### src/rtl/ram_err_event_unit.sv
module ram_err_event_unit #(
  parameter int RAMS  = 4,
  parameter int LANES = 4,
  parameter int CNT_W = 32,
  parameter int AW    = 12
) (
  input  logic                  clk,
  input  logic                  rst_n,
  input  logic                  reg_wr,
  input  logic [AW-1:0]         reg_addr,
  input  logic [31:0]           reg_wdata,
  output logic [31:0]           reg_rdata,
  input  logic [RAMS*LANES-1:0] sec_err,
  input  logic [RAMS*LANES-1:0] ded_err,
  input  logic [2:0]            link_evt,
  output logic [RAMS*LANES-1:0] ecc_inject,
  output logic [RAMS-1:0]       ecc_bypass,
  output logic                  irq
);
  localparam int EW = RAMS * LANES;
  localparam logic [AW-1:0] A_SEC_CNT = AW'('h020);
  localparam logic [AW-1:0] A_DED_CNT = AW'('h024);
  localparam logic [AW-1:0] A_SEC_ST  = AW'('h028);
  localparam logic [AW-1:0] A_SEC_MSK = AW'('h02C);
  localparam logic [AW-1:0] A_DED_ST  = AW'('h030);
  localparam logic [AW-1:0] A_DED_MSK = AW'('h034);
  localparam logic [AW-1:0] A_CTRL    = AW'('h038);
  localparam logic [AW-1:0] A_LINK    = AW'('h14C);
  localparam int BYP_LSB = 24;
  localparam int LMSK_LSB = 16;

  logic [EW-1:0]    sec_st, ded_st, sec_msk, ded_msk, inj, byp_lanes, sec_in, ded_in;
  logic [RAMS-1:0]  byp;
  logic [2:0]       lnk_st, lnk_msk;
  logic [CNT_W-1:0] sec_cnt, ded_cnt;

  for (genvar r = 0; r < RAMS; r++) begin : g_byp
    assign byp_lanes[r*LANES +: LANES] = {LANES{byp[r]}};
  end

  assign sec_in = sec_err & ~byp_lanes;
  assign ded_in = ded_err & ~byp_lanes;

  wire wr_sec_cnt = reg_wr && reg_addr == A_SEC_CNT;
  wire wr_ded_cnt = reg_wr && reg_addr == A_DED_CNT;
  wire wr_sec_st  = reg_wr && reg_addr == A_SEC_ST;
  wire wr_sec_msk = reg_wr && reg_addr == A_SEC_MSK;
  wire wr_ded_st  = reg_wr && reg_addr == A_DED_ST;
  wire wr_ded_msk = reg_wr && reg_addr == A_DED_MSK;
  wire wr_ctrl    = reg_wr && reg_addr == A_CTRL;
  wire wr_link    = reg_wr && reg_addr == A_LINK;
  wire wzero      = reg_wdata == 32'd0;

  always_ff @(posedge clk or negedge rst_n) begin
    if (!rst_n) begin
      sec_st  <= '0;
      ded_st  <= '0;
      sec_msk <= '1;
      ded_msk <= '1;
      inj     <= '0;
      byp     <= '0;
      lnk_st  <= '0;
      lnk_msk <= '1;
    end else begin
      sec_st <= (wr_sec_st ? sec_st & ~reg_wdata[EW-1:0] : sec_st) | sec_in;
      ded_st <= (wr_ded_st ? ded_st & ~reg_wdata[EW-1:0] : ded_st) | ded_in;
      lnk_st <= (wr_link ? lnk_st & ~reg_wdata[2:0] : lnk_st) | link_evt;
      if (wr_sec_msk) sec_msk <= reg_wdata[EW-1:0];
      if (wr_ded_msk) ded_msk <= reg_wdata[EW-1:0];
      if (wr_link) lnk_msk <= reg_wdata[LMSK_LSB +: 3];
      if (wr_ctrl) begin
        inj <= reg_wdata[EW-1:0];
        byp <= reg_wdata[BYP_LSB +: RAMS];
      end
    end
  end

  always_ff @(posedge clk or negedge rst_n) begin
    if (!rst_n) begin
      sec_cnt <= '0;
      ded_cnt <= '0;
    end else begin
      if (wr_sec_cnt && wzero) sec_cnt <= '0;
      else if (|sec_in && !(&sec_cnt)) sec_cnt <= sec_cnt + 1'b1;
      if (wr_ded_cnt && wzero) ded_cnt <= '0;
      else if (|ded_in && !(&ded_cnt)) ded_cnt <= ded_cnt + 1'b1;
    end
  end

  always_comb begin
    reg_rdata = '0;
    case (reg_addr)
      A_SEC_CNT: reg_rdata = 32'(sec_cnt);
      A_DED_CNT: reg_rdata = 32'(ded_cnt);
      A_SEC_ST:  reg_rdata = 32'(sec_st);
      A_SEC_MSK: reg_rdata = 32'(sec_msk);
      A_DED_ST:  reg_rdata = 32'(ded_st);
      A_DED_MSK: reg_rdata = 32'(ded_msk);
      A_CTRL: begin
        reg_rdata = 32'(inj);
        reg_rdata[BYP_LSB +: RAMS] = byp;
      end
      A_LINK: begin
        reg_rdata[2:0] = lnk_st;
        reg_rdata[LMSK_LSB +: 3] = lnk_msk;
      end
      default: reg_rdata = '0;
    endcase
  end

  assign ecc_inject = inj;
  assign ecc_bypass = byp;
  assign irq = (|(sec_st & ~sec_msk)) | (|(ded_st & ~ded_msk)) | (|(lnk_st & ~lnk_msk));
endmodule


### config.mk
export PLATFORM = sky130hd
export DESIGN_NAME = ram_err_event_unit
export DESIGN_NICKNAME = d
export VERILOG_FILES = /design/src/rtl/ram_err_event_unit.sv
export SDC_FILE = /design/constraint.sdc
export NUM_CORES = 1
export LEC_CHECK = 0
export BUFFER_PORTS_ARGS = -buffer_cell sky130_fd_sc_hd__buf_2
export CAP_MARGIN = 20
export CORE_ASPECT_RATIO = 2
export CORE_MARGIN = 2
export CORE_UTILIZATION = 35
export DETAILED_ROUTE_END_ITERATION = 8
export GPL_TIMING_DRIVEN = 0
export PLACE_DENSITY = 0.66
export RECOVER_POWER = 50
export SLEW_MARGIN = 20
export SYNTH_ARGS = -nofsm -noshare
export SYNTH_HDL_FRONTEND = slang
export SYNTH_SLANG_ARGS = --single-unit
### constraint.sdc
create_clock -name clk -period 2.5 [get_ports clk]
set_clock_uncertainty 0.15 [all_clocks]
set_input_delay 0 -clock clk [delete_from_list [all_inputs] [get_ports clk]]
set_output_delay 0 -clock clk [all_outputs]
set_load 0.005 [all_outputs]
==> out/results.tsv, run 1 <==
metric	value	unit
Hold Crit Depth	5	
mapped cell area	8456	um2
Via density	5.842	
worst skew pair latency	0.45	ns
Pint	4427	uW
worst hold path startpoint	reg_wdata[23]	
top cells by area, synth	dfrtp_1, dfstp_2, mux2_2	
slowest stage cell, crit path	dlygate4sd3_1	
Psw	1594	uW
unrepaired setup endpoints after global routing	true	
TritonCTS clock tree	built	
core area	23820	um2
gp weighted congestion	0.9698	
Net Sw Frac	26.48	%
Total Routing Usage GR	25.12	%
syn avg cell area	10.03	um2
HP Class	in2reg	
CTS Buffer Depth	2	
share of the synthesized area in the top cell type	35.22	%
initial antenna violation count	0	
Fillers	2259	
chip height	223.8	um
setup tns final	0	ns
Final Cycle Share	96.11	%
die extent in x	113.9	um
Commonest cells post-synth	dfrtp_1, nand2_1, nor2_1, mux2_2, xnor2_1	
Clock transition at path regs	0.07	ns
most frequent CP cell	buf_2	
CP Launch Type	primary input	
Seq pwr share	46.0	%
routed wire length	31380	um
final hold vios	0	
Gate Count Post-Synth	843	
dpl ws	-0.2507	ns
sequential element share of the synthesized area	46.09	%
maxcap violations	0	
CP Data Required Time	2.68	ns
r2r setup slk	0.11	ns
Detailed Place HPWL	23140	um
Post-Layout Cell Count	1378	
Combinational Power Share	9.2	%
outcome	finished clean	
Yosys top cell by area	dfrtp_1	
mean routed wirelength per cell	22.77	um
TritonRoute pass-1 iters	7	
Post-synth EDFFs	0	
setup violators final	0	
Lkg Pwr	0.004763	uW
CP max FO	10	
Critical Path Max Stage Delay	0.52	ns
largest net degree at the start of global routing	87	
number of synthesis warnings	0	
first-pass GRT wire length	47440	um
WP data arrival	2.58	ns
Placed Cells	1264	
most numerous cell in the Yosys netlist	dfrtp_1	
Worst Setup Slack, final	0.09723	ns
die area	25490	um2
Slew Limit Fails	0	
WS Path Type	in2reg	
prevailing post-synth register cell	dfrtp_1	
VDD IR max	0.0005728	V
reg2reg start	ded_cnt[8]	
Worst Hold Slack	0.005493	ns
antenna viol nets, final	0	
clock share of power	44.8	%
worst hold endpoint	sec_cnt[16]	
ys async rst share	100.0	%
DRC	0	
initial DRC count	673	
H-tree depth	4	
IO Port Bufs	133	
vias after detailed routing	8050	
clk root buf	clkbuf_16	
fin nets	1162	
reg2reg end	ded_cnt[0]	
share of layout cells above drive strength 1	28.69	%
number of global-route vias before repair	8308	
GRT overflow	0	
Initial Utilization	35.49	%
Slew HR	30.74	%
Area growth syn-to-layout	29.82	%
IO Count	135	
worst-path cell chain	dlygate4sd3_1, buf_2, nor4_1, nand4_1, nor3_2, and3_1, clkbuf_1, buf_2, nor2_1	
synth unique cells	58	
syn nets	927	
R2R depth	8	
P per Cell Area	548.6	nW/um2
Sink Count	154	
Diodes inserted	0	
worst-margin pin slew	1.039	ns
Min Clock Period, post-route	2.403	ns
total CTS buffers	17	
row cnt	80	
flops & latches, synth	154	
Fmax achieved	416.2	MHz
Worst Setup End Kind	flip-flop	
-- worst max-delay path: cells and delay by family --
family / cells / cell delay (ns)
and+or+nand+nor: 5 / 1.25
buffers and inverters: 4 / 1.33
-- power by group through the flow --
stage	Combinational, uW	Clock (uW)	Sequential (uW)
3_5_place_dp	465	0	2810
3_3_place_gp	452	0	2800
4_1_cts	552	2720	2760
5_1_grt	605	2810	2780
6_report	554	2700	2770
2_1_floorplan	251	0	2730
-- per-stage QoR --
step	util, %	cell area (um2)	total power, uW
finish	46.08	10980	6021
global route	46.08	10980	6188
CTS	45.78	10910	6037
detailed placement	39.95	9518	3271
global placement	39.80	9480	3257
floorplan	-	8456	2983
-- placed cells by master, fill, tap and decap left out, types with 9 or more instances in the layout --
cell type / synthesis / layout
mux2i_1: 22 / 22
nor3_1: 37 / 34
nor4_1: 29 / 27
a22o_1: 32 / 32
dfrtp_1: 119 / 116
buf_4: 2 / 9
buf_2: 15 / 135
dlygate4sd3_1: 0 / 76
xnor2_1: 56 / 56
nor2_1: 87 / 86
nor4b_1: 10 / 9
a21oi_1: 11 / 11
mux2_2: 65 / 65
a222oi_1: 24 / 24
clkbuf_1: 16 / 25
o22ai_1: 16 / 13
clkbuf_16: 0 / 17
nand2_1: 92 / 92
nand3_1: 18 / 18
inv_1: 42 / 42
dfstp_2: 35 / 35
o21ai_0: 17 / 17
nand4_1: 11 / 11
-- metal layers --
| layer | track usage, % | vias up | wire (um) | part of all wire [%] |
|---|---|---|---|---|
| li1 | - | 3555 | - | - |
| met1 | 24.06 | 3974 | 10100 | 32 |
| met2 | 45.84 | 373 | 16940 | 54 |
| met3 | 4.383 | 148 | 1518 | 4.8 |
| met4 | 20.38 | 0 | 2820 | 9.0 |
| met5 | 0 | - | 0 | 0 |
-- timing repair --
action | in CTS | in global routing
setup buffers | 2 | 4
endpoints found under the setup margin | 24 | 55
resized for setup | 2 | 21
hold buffers | 76 | 0
endpoints found under the hold margin | 211 | 0
pin swaps | 1 | 2
-- cell families after synthesis --
kind of cell,after synthesis,share of synthesized area (%)
xor gates and xnor gates,57,5.904
muxes,87,11.26
and+or+nand+nor,337,20.94
buffers and inverters,79,3.921
adders and majority gates,2,0.2959
AOI/OAI and AO/OA,127,11.59
DFF,154,46.09
-- sequential cells by signal (all words and copies together), names as in the netlist, 4 cells and up --
| signal | flops |
|---|---|
| ded_cnt | 32 |
| sec_cnt | 32 |
| ded_msk | 16 |
| ded_st | 16 |
| ecc_inject | 16 |
| sec_msk | 16 |
| sec_st | 16 |
| ecc_bypass | 4 |
-- area by class of cell --
class / instances / area (um2) / area share, %
multi-input cells: 610 / 4285 / 39.04
clock buffers: 19 / 432.9 / 3.944
inverters: 42 / 157.7 / 1.436
clock inverters: 13 / 168.9 / 1.539
repair buffers: 216 / 1490 / 13.58
plain buffers: 37 / 181.4 / 1.653
flip-flops and latches: 154 / 3901 / 35.54
well taps: 287 / 359.1 / 3.271
-- worst max path at each step --
stage	from	cells after the start	slack, ns	to
6_report	reg_wdata[12]	9	0.1	ded_cnt[0]
5_1_grt	ded_cnt[7]	8	-0.03	ded_cnt[0]
4_1_cts	ecc_bypass[1]	5	-0.08	sec_cnt[23]
3_5_place_dp	reg_addr[7]	8	-0.25	reg_rdata[2]
3_3_place_gp	rst_n	1	-1.05	ecc_inject[4]
2_1_floorplan	sec_cnt[0]	8	0.38	sec_cnt[23]
No activity file was read; power rests on OpenSTA's default activity.
==> run 2: changes to the inputs <==
--- a/config.mk
+++ b/config.mk
@@ -7,7 +7,7 @@
 export LEC_CHECK = 0
 export BUFFER_PORTS_ARGS = -buffer_cell sky130_fd_sc_hd__buf_2
 export CAP_MARGIN = 20
-export CORE_ASPECT_RATIO = 2
+export CORE_ASPECT_RATIO = 1.25
 export CORE_MARGIN = 2
 export CORE_UTILIZATION = 35
 export DETAILED_ROUTE_END_ITERATION = 8
==> run 2 against run 1 <==
Net effect: the run now ends with capacitance limit, slew limit left; clock power is essentially flat; global-route usage shrank 2.2 points; flip-flop and latch count is the same; final cell count grew 4.5%; cell area grew 2.5%; setup slack lost 0.030 ns; combinational power is essentially flat; wire length shrank 7.3%.
==> out/results.tsv, run 2 (synthesis results as in run 1) <==
metric	value	unit	change
core area	23730	um2	-0.40%
VDD IR max	0.0004616	V	-19%
TritonCTS clock tree	built		
reg2reg end	ded_cnt[31]		
footprint of the multi-input gates	4285	um2	unchanged
CP Launch Type	primary input		
Via density	5.571		-4.6%
setup tns final	0	ns	unchanged
share of layout cells above drive strength 1	28.16	%	-0.53 points
largest net degree at the start of global routing	84		-3.4%
outcome	complete, but fails checks		
die extent in x	143.0	um	+26%
most used routing layer	met2		
worst-margin pin slew	1.971	ns	+0.9322 ns
Worst Setup End Kind	flip-flop		
antenna viol nets, final	0		unchanged
Sequential Area	3899	um2	about the same
IO Count	135		unchanged
commonest non-fill, non-tap cells in the layout	buf_2, dfrtp_1, dlygate4sd3_1		
GRT overflow	0		unchanged
Min Clock Period, post-route	2.433	ns	+0.02990 ns
H-tree depth	4		unchanged
worst hold endpoint	sec_cnt[1]		
Total Routing Usage GR	22.91	%	-2.2 points
Final Cycle Share	97.31	%	+1.2 points
Detailed Place HPWL	21090	um	-8.9%
worst-path cell chain	dlygate4sd3_1, buf_2, nor4_1, nand4_1, nor3_2, and3_1, clkbuf_1, buf_2, nor2_1		
DRC	0		unchanged
Clock transition at path regs	0.06	ns	about the same
fin nets	1186		+2.1%
TritonRoute pass-1 iters	5		-2
final hold vios	0		unchanged
gp weighted congestion	0.9915		+2.2%
initial antenna violation count	0		unchanged
setup violators final	0		unchanged
die area	25430	um2	-0.27%
Initial Utilization	35.64	%	+0.14 points
R2R depth	7		-1
routing usage on met2	38.90	%	-6.9 points
worst hold path startpoint	reg_wdata[23]		
Hold Crit Depth	5		unchanged
M3 GR Usage	5.019	%	+0.64 points
slowest stage cell, crit path	dlygate4sd3_1		
Diodes inserted	0		unchanged
row cnt	63		-21%
Slew Limit Fails	83		+83
M1 GR Usage	28.19	%	+4.1 points
number of global-route vias before repair	7941		-4.4%
WS Path Type	in2reg		
CTS Buffer Depth	2		unchanged
r2r setup slk	0.14	ns	+0.03 ns
final instance area	11250	um2	+2.5%
clk root buf	clkbuf_16		
Buffers & Inverters on Critical Path	4		unchanged
overall power	5986	uW	-0.59%
reg2reg start	ded_cnt[8]		
Sink Count	154		unchanged
CP max FO	10		unchanged
Worst Hold Slack	0.01247	ns	+0.006979 ns
first-pass GRT wire length	44330	um	-6.6%
routed wire length	29090	um	-7.3%
Slew HR	-31.40	%	-62 points
HP Class	in2reg		
Area growth syn-to-layout	33.01	%	
mean routed wirelength per cell	20.20	um	-11%
Critical Path Max Stage Delay	0.54	ns	+0.02 ns
Lkg Pwr	0.004815	uW	+1.1%
P per Cell Area	532.2	nW/um2	-3.0%
chip height	177.8	um	-21%
failing checks	capacitance limit, slew limit		
Fmax achieved	411.1	MHz	-1.2%
biggest regs	ded_cnt x32, sec_cnt x32		
total CTS buffers	17		unchanged
CP Data Required Time	2.65	ns	-0.03 ns
Fillers	2226		-1.5%
worst skew pair latency	0.43	ns	-0.02 ns
vias after detailed routing	8022		-0.35%
most common cell after layout, fill and taps aside	buf_2		
placed cell area	9565	um2	+0.50%
Crit path max-delay family	simple AND/OR/NAND/NOR gates		
maxcap violations	1		+1
initial DRC count	849		+26%
IO Port Bufs	133		unchanged
most frequent CP cell	buf_2		
WP data arrival	2.58	ns	about the same
[run 2: changes by cell type in the layout (fill, tap and decap cells not counted), moves of 2 or more]
cell,previous run,this run
clkbuf_8,0,3
dlygate4sd3_1,76,94
buf_4,9,12
inv_6,2,5
clkbuf_2,4,2
clkbuf_1,25,27
dfrtp_2,3,1
clkinvlp_4,4,1
dfrtp_1,116,118
[run 2: worst min-delay path: cells and delay by family]
kind                   cells  cell delay, ns
AND/OR/NAND/NOR            3            0.35
AO/OA/AOI/OAI              1            0.11
buffers and inverters      1            0.07
[run 2: through the flow]
stage / util, % / worst slack (ns) / std cells
global placement: 40.16 / -1.102 / 1301
CTS: 46.97 / 0.01146 / 1430
global route: 47.40 / -0.01529 / 1440
floorplan: - / 0.3760 / 843
detailed placement: 40.32 / -0.2105 / 1302
finish: 47.40 / 0.06732 / 1440
[run 2: power breakdown]
group / internal (uW) / switching, uW
Sequential: 2590 / 171
Combinational: 258 / 298
Clock: 1570 / 1100
Total: 4420 / 1570
[run 2: how the worst max path moves through the flow]
stage	to	cells past startpoint	from	slack (ns)
after CTS	ded_st[14]	12	reg_addr[7]	0.01
after global routing	sec_cnt[26]	7	sec_cnt[1]	-0.02
after global placement	ecc_inject[6]	1	rst_n	-1.10
after floorplan	sec_cnt[23]	8	sec_cnt[0]	0.38
final	ded_cnt[1]	9	reg_wdata[0]	0.07
after detailed placement	reg_rdata[0]	8	reg_addr[7]	-0.21
[run 2: area by class of cell]
| type | count | area share [%] |
|---|---|---|
| inverter | 42 | 1.402 |
| sequential | 154 | 34.66 |
| tap | 325 | 3.616 |
| multi-input combinational | 610 | 38.10 |
| timing repair buffer | 240 | 15.24 |
| clock inverter | 11 | 1.190 |
| buffer | 37 | 1.602 |
| clock buffer | 21 | 4.183 |
[run 2: repair_timing]
action                     in CTS  in global routing
gates resized for setup         3                 15
hold endpoints to repair      224                  0
setup endpoints to repair      15                 84
setup buffers                   2                 10
pin swaps                       1                  5
hold buffers                   94                  0
[run 2: routing by layer]
metal	wire length, um	part of all wire, %
met5	0	0
met4	1057	3.6
met3	2068	7.1
met2	14360	49
met1	11600	40
